## config.mk

```make
export PLATFORM = sky130hd
export DESIGN_NAME = osc_loss_supervisor
export DESIGN_NICKNAME = d
export VERILOG_FILES = /design/src/rtl/osc_loss_pkg.sv /design/src/rtl/osc_qual_counter.sv /design/src/rtl/osc_loss_flag.sv /design/src/rtl/osc_loss_fsm.sv /design/src/rtl/osc_loss_supervisor.sv
export SDC_FILE = /design/constraint.sdc
export NUM_CORES = 1
export LEC_CHECK = 0
export BUFFER_PORTS_ARGS = -buffer_cell sky130_fd_sc_hd__buf_2
export CAP_MARGIN = 0
export CORE_MARGIN = 3
export CORE_UTILIZATION = 35
export DETAILED_ROUTE_END_ITERATION = 7
export GPL_TIMING_DRIVEN = 1
export PLACE_DENSITY = 0.5
export SLEW_MARGIN = 15
export SYNTH_ARGS = -nofsm -noshare
export SYNTH_HDL_FRONTEND = slang
export SYNTH_SLANG_ARGS = --single-unit
```

## constraint.sdc

```tcl
create_clock -name clk -period 2 [get_ports clk]
set_clock_uncertainty 0.2 [all_clocks]
set_input_delay 0 -clock clk [delete_from_list [all_inputs] [get_ports clk]]
set_output_delay 0 -clock clk [all_outputs]
set_load 0.02 [all_outputs]
```

## src/rtl/osc_loss_pkg.sv

```systemverilog
package osc_loss_pkg;

  typedef enum logic [1:0] {
    RESP_NONE,
    RESP_RESET,
    RESP_BACKUP
  } resp_e;

  typedef enum logic [2:0] {
    S_RUN,       // normal operation on oscillator
    S_WATCH,     // stopped, oscillator assumed fine
    S_BK_STOP,   // stopped, backup clock path up, qualifying
    S_PLL_DOWN,  // stopped, oscillator qualified, PLL dropped
    S_QUIET,     // stopped, recovered, regulator dropped
    S_BK_RUN     // running on PLL, still qualifying
  } st_e;

  typedef struct packed {
    logic vreg;
    logic pll;
    logic scm;
    logic sel_pll;
  } drv_t;

  function automatic resp_e resp_of(logic mon, logic bk);
    if (!mon)    return RESP_NONE;
    else if (!bk) return RESP_RESET;
    else          return RESP_BACKUP;
  endfunction

  function automatic drv_t drive_of(st_e s);
    drv_t d;
    d = '0;
    case (s)
      S_RUN:      d.vreg = 1'b1;
      S_BK_STOP:  begin d.vreg = 1'b1; d.pll = 1'b1; d.scm = 1'b1; end
      S_PLL_DOWN: d.vreg = 1'b1;
      S_BK_RUN:   begin d.vreg = 1'b1; d.pll = 1'b1; d.scm = 1'b1; d.sel_pll = 1'b1; end
      default:    d = '0;
    endcase
    return d;
  endfunction

endpackage

```

## src/rtl/osc_qual_counter.sv

```systemverilog
module osc_qual_counter #(
  parameter int QUAL_CYC = 4096
) (
  input  logic clk,
  input  logic rst,
  input  logic en,
  input  logic osc_edge,
  input  logic osc_fail,
  output logic done
);
  localparam int CW = (QUAL_CYC > 2) ? $clog2(QUAL_CYC) : 1;
  localparam logic [CW-1:0] LAST = CW'(QUAL_CYC - 1);

  logic [CW-1:0] cnt_q;
  logic          done_q;

  always_ff @(posedge clk) begin
    if (rst || !en) begin
      cnt_q  <= '0;
      done_q <= 1'b0;
    end else begin
      done_q <= 1'b0;
      if (osc_fail) begin
        cnt_q <= '0;
      end else if (osc_edge) begin
        if (cnt_q == LAST) begin
          cnt_q  <= '0;
          done_q <= 1'b1;
        end else begin
          cnt_q <= cnt_q + 1'b1;
        end
      end
    end
  end

  assign done = done_q;

  // qualification only follows a clean strobe while enabled
  a_r7_done_after_clean_edge: assert property (@(posedge clk) disable iff (rst)
    done |-> $past(en && osc_edge && !osc_fail));

endmodule

```

## src/rtl/osc_loss_flag.sv

```systemverilog
module osc_loss_flag (
  input  logic clk,
  input  logic rst,
  input  logic set,
  input  logic clr,
  input  logic ie,
  output logic flag,
  output logic irq
);
  logic flag_q, irq_q, flag_d;

  always_comb begin
    flag_d = flag_q;
    if (clr) flag_d = 1'b0;
    if (set) flag_d = 1'b1;
  end

  always_ff @(posedge clk) begin
    if (rst) begin
      flag_q <= 1'b0;
      irq_q  <= 1'b0;
    end else begin
      flag_q <= flag_d;
      irq_q  <= flag_d & ie;
    end
  end

  assign flag = flag_q;
  assign irq  = irq_q;

  // the flag only drops on a clear request or reset
  a_r11_flag_sticky: assert property (@(posedge clk) disable iff (rst)
    $fell(flag_q) |-> $past(clr || rst));

endmodule

```

## src/rtl/osc_loss_fsm.sv

```systemverilog
module osc_loss_fsm
  import osc_loss_pkg::*;
(
  input  logic clk,
  input  logic rst,
  input  logic stop_mode,
  input  logic wake_evt,
  input  logic ext_rst,
  input  logic osc_fail,
  input  logic cfg_mon_en,
  input  logic cfg_scm_en,
  input  logic cfg_scm_ie,
  input  logic qual_done,
  input  logic irq_in,
  output drv_t drv,
  output logic mon_rst_req,
  output logic flag_set,
  output logic ie_lat,
  output logic qual_en
);
  st_e   st_q, st_d;
  resp_e resp_q;
  logic  ie_q, stop_prev_q, mon_rst_q;
  drv_t  drv_q;
  logic  stop_rise, leave_stop, lost, rst_pulse;

  assign stop_rise  = stop_mode && !stop_prev_q;
  assign leave_stop = wake_evt || ext_rst;
  assign lost       = osc_fail && (resp_q == RESP_BACKUP);

  always_comb begin
    st_d      = st_q;
    flag_set  = 1'b0;
    rst_pulse = 1'b0;
    case (st_q)
      S_RUN: if (stop_rise) st_d = S_WATCH;
      S_WATCH: begin
        if (osc_fail && resp_q == RESP_RESET) begin
          rst_pulse = 1'b1;
          st_d      = S_RUN;
        end else if (lost) begin
          flag_set = 1'b1;
          st_d     = S_BK_STOP;
        end else if (leave_stop) begin
          st_d = S_RUN;
        end
      end
      S_BK_STOP: begin
        if (qual_done)                  st_d = leave_stop ? S_RUN : S_PLL_DOWN;
        else if (leave_stop || irq_in)  st_d = S_BK_RUN;
      end
      S_PLL_DOWN, S_QUIET: begin
        if (lost) begin
          flag_set = 1'b1;
          st_d     = S_BK_STOP;
        end else if (leave_stop) begin
          st_d = S_RUN;
        end else begin
          st_d = S_QUIET;
        end
      end
      S_BK_RUN: if (qual_done) st_d = S_RUN;
      default: st_d = S_RUN;
    endcase
  end

  always_ff @(posedge clk) begin
    if (rst) begin
      st_q        <= S_RUN;
      resp_q      <= RESP_NONE;
      ie_q        <= 1'b0;
      stop_prev_q <= 1'b0;
      mon_rst_q   <= 1'b0;
      drv_q       <= drive_of(S_RUN);
    end else begin
      st_q        <= st_d;
      stop_prev_q <= stop_mode;
      mon_rst_q   <= rst_pulse;
      drv_q       <= drive_of(st_d);
      if (st_q == S_RUN && stop_rise) begin
        resp_q <= resp_of(cfg_mon_en, cfg_scm_en);
        ie_q   <= cfg_scm_ie;
      end
    end
  end

  assign drv         = drv_q;
  assign mon_rst_req = mon_rst_q;
  assign ie_lat      = ie_q;
  assign qual_en     = (st_q == S_BK_STOP) || (st_q == S_BK_RUN);

  // reset request lasts a single cycle
  a_r3_single_pulse: assert property (@(posedge clk) disable iff (rst)
    mon_rst_q |=> !mon_rst_q);

  // the PLL is released as system clock only after qualification
  a_r10_release_on_done: assert property (@(posedge clk) disable iff (rst)
    $fell(drv_q.sel_pll) |-> $past(qual_done || rst));

endmodule

```

## src/rtl/osc_loss_supervisor.sv

```systemverilog
module osc_loss_supervisor
  import osc_loss_pkg::*;
#(
  parameter int QUAL_CYC = 4096
) (
  input  logic clk,
  input  logic rst,
  input  logic cfg_mon_en,
  input  logic cfg_scm_en,
  input  logic cfg_scm_ie,
  input  logic osc_fail,
  input  logic osc_edge,
  input  logic stop_mode,
  input  logic wake_evt,
  input  logic ext_rst,
  input  logic flag_clr,
  output logic mon_rst_req,
  output logic vreg_en,
  output logic pll_en,
  output logic scm_active,
  output logic scm_flag,
  output logic scm_irq,
  output logic sysclk_pll
);
  drv_t drv;
  logic flag_set, ie_lat, qual_en, qual_done;

  osc_loss_fsm u_fsm (
    .clk         (clk),
    .rst         (rst),
    .stop_mode   (stop_mode),
    .wake_evt    (wake_evt),
    .ext_rst     (ext_rst),
    .osc_fail    (osc_fail),
    .cfg_mon_en  (cfg_mon_en),
    .cfg_scm_en  (cfg_scm_en),
    .cfg_scm_ie  (cfg_scm_ie),
    .qual_done   (qual_done),
    .irq_in      (scm_irq),
    .drv         (drv),
    .mon_rst_req (mon_rst_req),
    .flag_set    (flag_set),
    .ie_lat      (ie_lat),
    .qual_en     (qual_en)
  );

  osc_qual_counter #(.QUAL_CYC(QUAL_CYC)) u_qual (
    .clk      (clk),
    .rst      (rst),
    .en       (qual_en),
    .osc_edge (osc_edge),
    .osc_fail (osc_fail),
    .done     (qual_done)
  );

  osc_loss_flag u_flag (
    .clk  (clk),
    .rst  (rst),
    .set  (flag_set),
    .clr  (flag_clr),
    .ie   (ie_lat),
    .flag (scm_flag),
    .irq  (scm_irq)
  );

  assign vreg_en    = drv.vreg;
  assign pll_en     = drv.pll;
  assign scm_active = drv.scm;
  assign sysclk_pll = drv.sel_pll;

  // entering self-clock operation always leaves the flag set
  a_r4_flag_with_scm: assert property (@(posedge clk) disable iff (rst)
    $rose(scm_active) |-> scm_flag);

  // a reset request never coincides with self-clock operation
  a_r2_rst_excl_scm: assert property (@(posedge clk) disable iff (rst)
    mon_rst_req |-> !scm_active && !pll_en);

endmodule

```

==> summary.txt <==
Post-Synthesis Cells = 143
net count of the finished layout = 186
clock sink count = 26
DP HPWL = 2019 microns
CTS tree = done
Starting Density = 38.71%
Setup crit end = u_qual.cnt_q[3]
CP endpoint kind = flip-flop
combinational power share = 9.6%
final instance area = 0.001520 sq mm
largest family of logic cells by synthesized area = simple AND/OR/NAND/NOR gates
Synth Area in Adders = 1.009%
gpl congestion = 0.8271
Reg-to-Reg Start = u_fsm.st_q[2]
clk buf depth = 2
worst r2r path cells = 4
# fillers = 341
Req. time, crit path = 2.05 ns
port bufs = 17
Post-DRT Antenna Nets = 0
diode count = 0
Yosys Warn Count = 0
Layout area overhead = 22.60%
CP Buf/Inv Count = 0
post-synth cell types = 40
syn_area_per_cell = 8.671 sq um
Crit path depth = 4
simple-gate share of the synthesized area = 29.77%
Via Count = 1081
max cap viols = 0
Die ar. = 0.004293 sq mm
Worst-Margin Slew = 0.5123 ns
Max Fclk = 0.5278 GHz
total CTS buffers = 3
ranking of synthesized cells by area = dfxtp_1 42%, xnor2_1 4.9%, nor2_1 3.3%
worst-skew pair later-pin latency = 0.31 ns
post-CTS setup buffer count = 0
H-tree levels = 1
CP Launch Type = flip-flop
Setup violations, final = 0
Syn Nets = 155
CP Max Fanout = 11
Final Slew Violations = 0
Die X-Extent = 65.52 microns
period utilisation layout = 94.73%
Hold WC Path Type = input pin to flip-flop
DR WL/cell = 12.48 microns
vias in the first global route = 1076
most frequent cells in the layout = 26 x dfxtp_1, 17 x buf_2, 12 x dlygate4sd3_1
vias per inst = 5.005
CP cell instances = or3b_1 -> a211o_1 -> or2_1 -> nor2_2
Die Height = 65.52 microns
max incr delay on CP = 0.43 ns
Clock power frac = 26.1%
Seq cells post-synth = 26
Power Density = 540.2 mW/mm^2
Pint = 0.6368 mW
sequential fraction of the synthesis area = 41.98%
switch share = 22.46%
Area after DPL = 0.001373 sq mm
commonest non-fill, non-tap cell in the layout = dfxtp_1
Non-Filler Instances = 216
DR iter-0 viols = 75
Period minus WS final = 1.895 ns
Slowest cell on crit path = or3b_1
FF-to-FF End = u_qual.cnt_q[3]
Top Ports = 18
share of the synthesized area in the top cell type = 41.98%
R2R Setup Slk = 0.11 ns
layout cells sized above 1 = 18.60%
first-pass GRT wire length = 4733 microns
status = finished, final reports clean
Sw Pwr = 0.1845 mW
Post-Synth XOR/XNOR Area = 7.064%
sequential power share = 64.3%
proportion of synthesized area in mux cells = 0.9082%
GRT Overall Usage = 13.97%
Leakage Power = 0.5235 nW
initial antenna violation count = 0
Peak VDD IR = 0.0002777 V
clock slew at reported path FFs = 0.14 ns
Final Hold Viols = 0
Tot Pwr = 0.8213 mW
RSZ-0062 raised after global routing = no
WL final = 2695 microns
Root Driver = clkbuf_4
Rel. slew slack = 65.62%
synthesized area = 0.001240 sq mm
Post-route DRC = 0
post-synthesis compound-gate area fraction = 14.73%
delay-heaviest family, CP = simple AND/OR/NAND/NOR gates
area of the core = 0.003203 sq mm
pin count of the biggest net entering global routing = 14
CP Class = flip-flop to flip-flop
Cells after DPL = 201
Synth area leader = dfxtp_1
Congestion Overflow GR = 0
Setup TNS Final = 0 ns
drt pass-1 iters = 4
worst setup path start = u_fsm.st_q[2]
WP data arrival = 1.95 ns
Site Rows = 20
worst min-delay path by stage:
stage                              to  cells past startpoint       start  slack, ns
floorplan           u_fsm.stop_prev_q                      1   stop_mode      -0.07
global placement    u_fsm.stop_prev_q                      2   stop_mode       0.04
detailed placement  u_fsm.stop_prev_q                      2   stop_mode       0.04
CTS                      u_fsm.ie_lat                      4  cfg_scm_ie       0.25
global route             u_fsm.ie_lat                      4  cfg_scm_ie       0.28
finish                   u_fsm.ie_lat                      4  cfg_scm_ie       0.27
sequential cells by signal, summed over array words and instances (netlist names):
| name | cells |
|---|---|
| u_qual.cnt_q | 12 |
| u_fsm.drv | 3 |
| u_fsm.st_q | 3 |
| u_fsm.resp_q | 2 |
| u_flag.flag | 1 |
| u_flag.irq | 1 |
| u_fsm.ie_lat | 1 |
| u_fsm.mon_rst_req | 1 |
| u_fsm.stop_prev_q | 1 |
| u_qual.done | 1 |
worst reg2reg max path, delay by kind of cell, from the launching register on:
family             cells  cell delay [ns]
AOI/OAI and AO/OA      1             0.29
DFF                    1             0.42
and+or+nand+nor        3             0.94
kinds of logic (layout without fill, tap and decap cells):
| family | after synthesis | count (layout) |
|---|---|---|
| adder cells (fa/ha/maj) | 1 | 1 |
| flip-flops | 26 | 26 |
| AO/OA/AOI/OAI | 27 | 27 |
| buffers and inverters | 12 | 41 |
| XOR/XNOR | 10 | 10 |
| AND/OR/NAND/NOR | 66 | 66 |
| multiplexers | 1 | 1 |
synth_stat cells (all sizes together):
cell and n:
a211o 1, a211oi 1, a21o 1, a21oi 7, a2bb2oi 1, a311oi 1, a31oi 1, a32oi 1
and2 2, and3b 1, buf 2, clkbuf 5, dfxtp 26, ha 1, inv 5, mux2 1
nand2 8, nand2b 4, nand3 4, nand3b 5, nand4 4, nor2 17, nor2b 3, nor3 7
nor3b 2, nor4 4, o2111ai 3, o21a 3, o21ai 4, o22ai 1, o311ai 1, o31ai 1
or2 1, or3 2, or3b 1, or4b 1, xnor2 7, xor2 3
stage by stage:
stage	setup WS, ns	util [%]	hold WS, ns
detailed placement	0.1200	42.85	0.04227
floorplan	0.2130	-	-0.07182
finish	0.1055	47.46	0.2677
CTS	0.08975	47.30	0.2529
global route	0.004867	47.46	0.2825
global placement	0.1908	42.85	0.04352
power by group through the flow:
stage / combinational (mW) / sequential (mW) / clock [mW]
2_1_floorplan: 0.0358 / 0.540 / 0
3_3_place_gp: 0.0616 / 0.539 / 0
3_5_place_dp: 0.0619 / 0.540 / 0
4_1_cts: 0.0785 / 0.529 / 0.224
5_1_grt: 0.0871 / 0.530 / 0.247
6_report: 0.0788 / 0.528 / 0.214
layout make-up:
type                    instances  area [sq um]  share of cell area (%)
clock buffers                   3         22.52                   1.481
inverters                       5         18.77                   1.235
multi-input cells             105         668.1                   43.95
flip-flops and latches         26         520.5                   34.24
well taps                      44         55.05                   3.621
repair buffers                 33         235.2                   15.47
per-layer routing:
layer	share of wire, %	GRT usage, %	wire, microns
met1	46	16.51	1233
met2	51	25.16	1373
met3	2.6	2.564	69
met4	0.71	4.663	19
met5	0	0	0
repair_timing:
action | in CTS | in global routing
gates resized for setup | 0 | 1
hold buffers | 12 | 0
endpoints found under the setup margin | 0 | 1
hold endpoints to repair | 21 | 0
(Power assumes the default switching activity.)
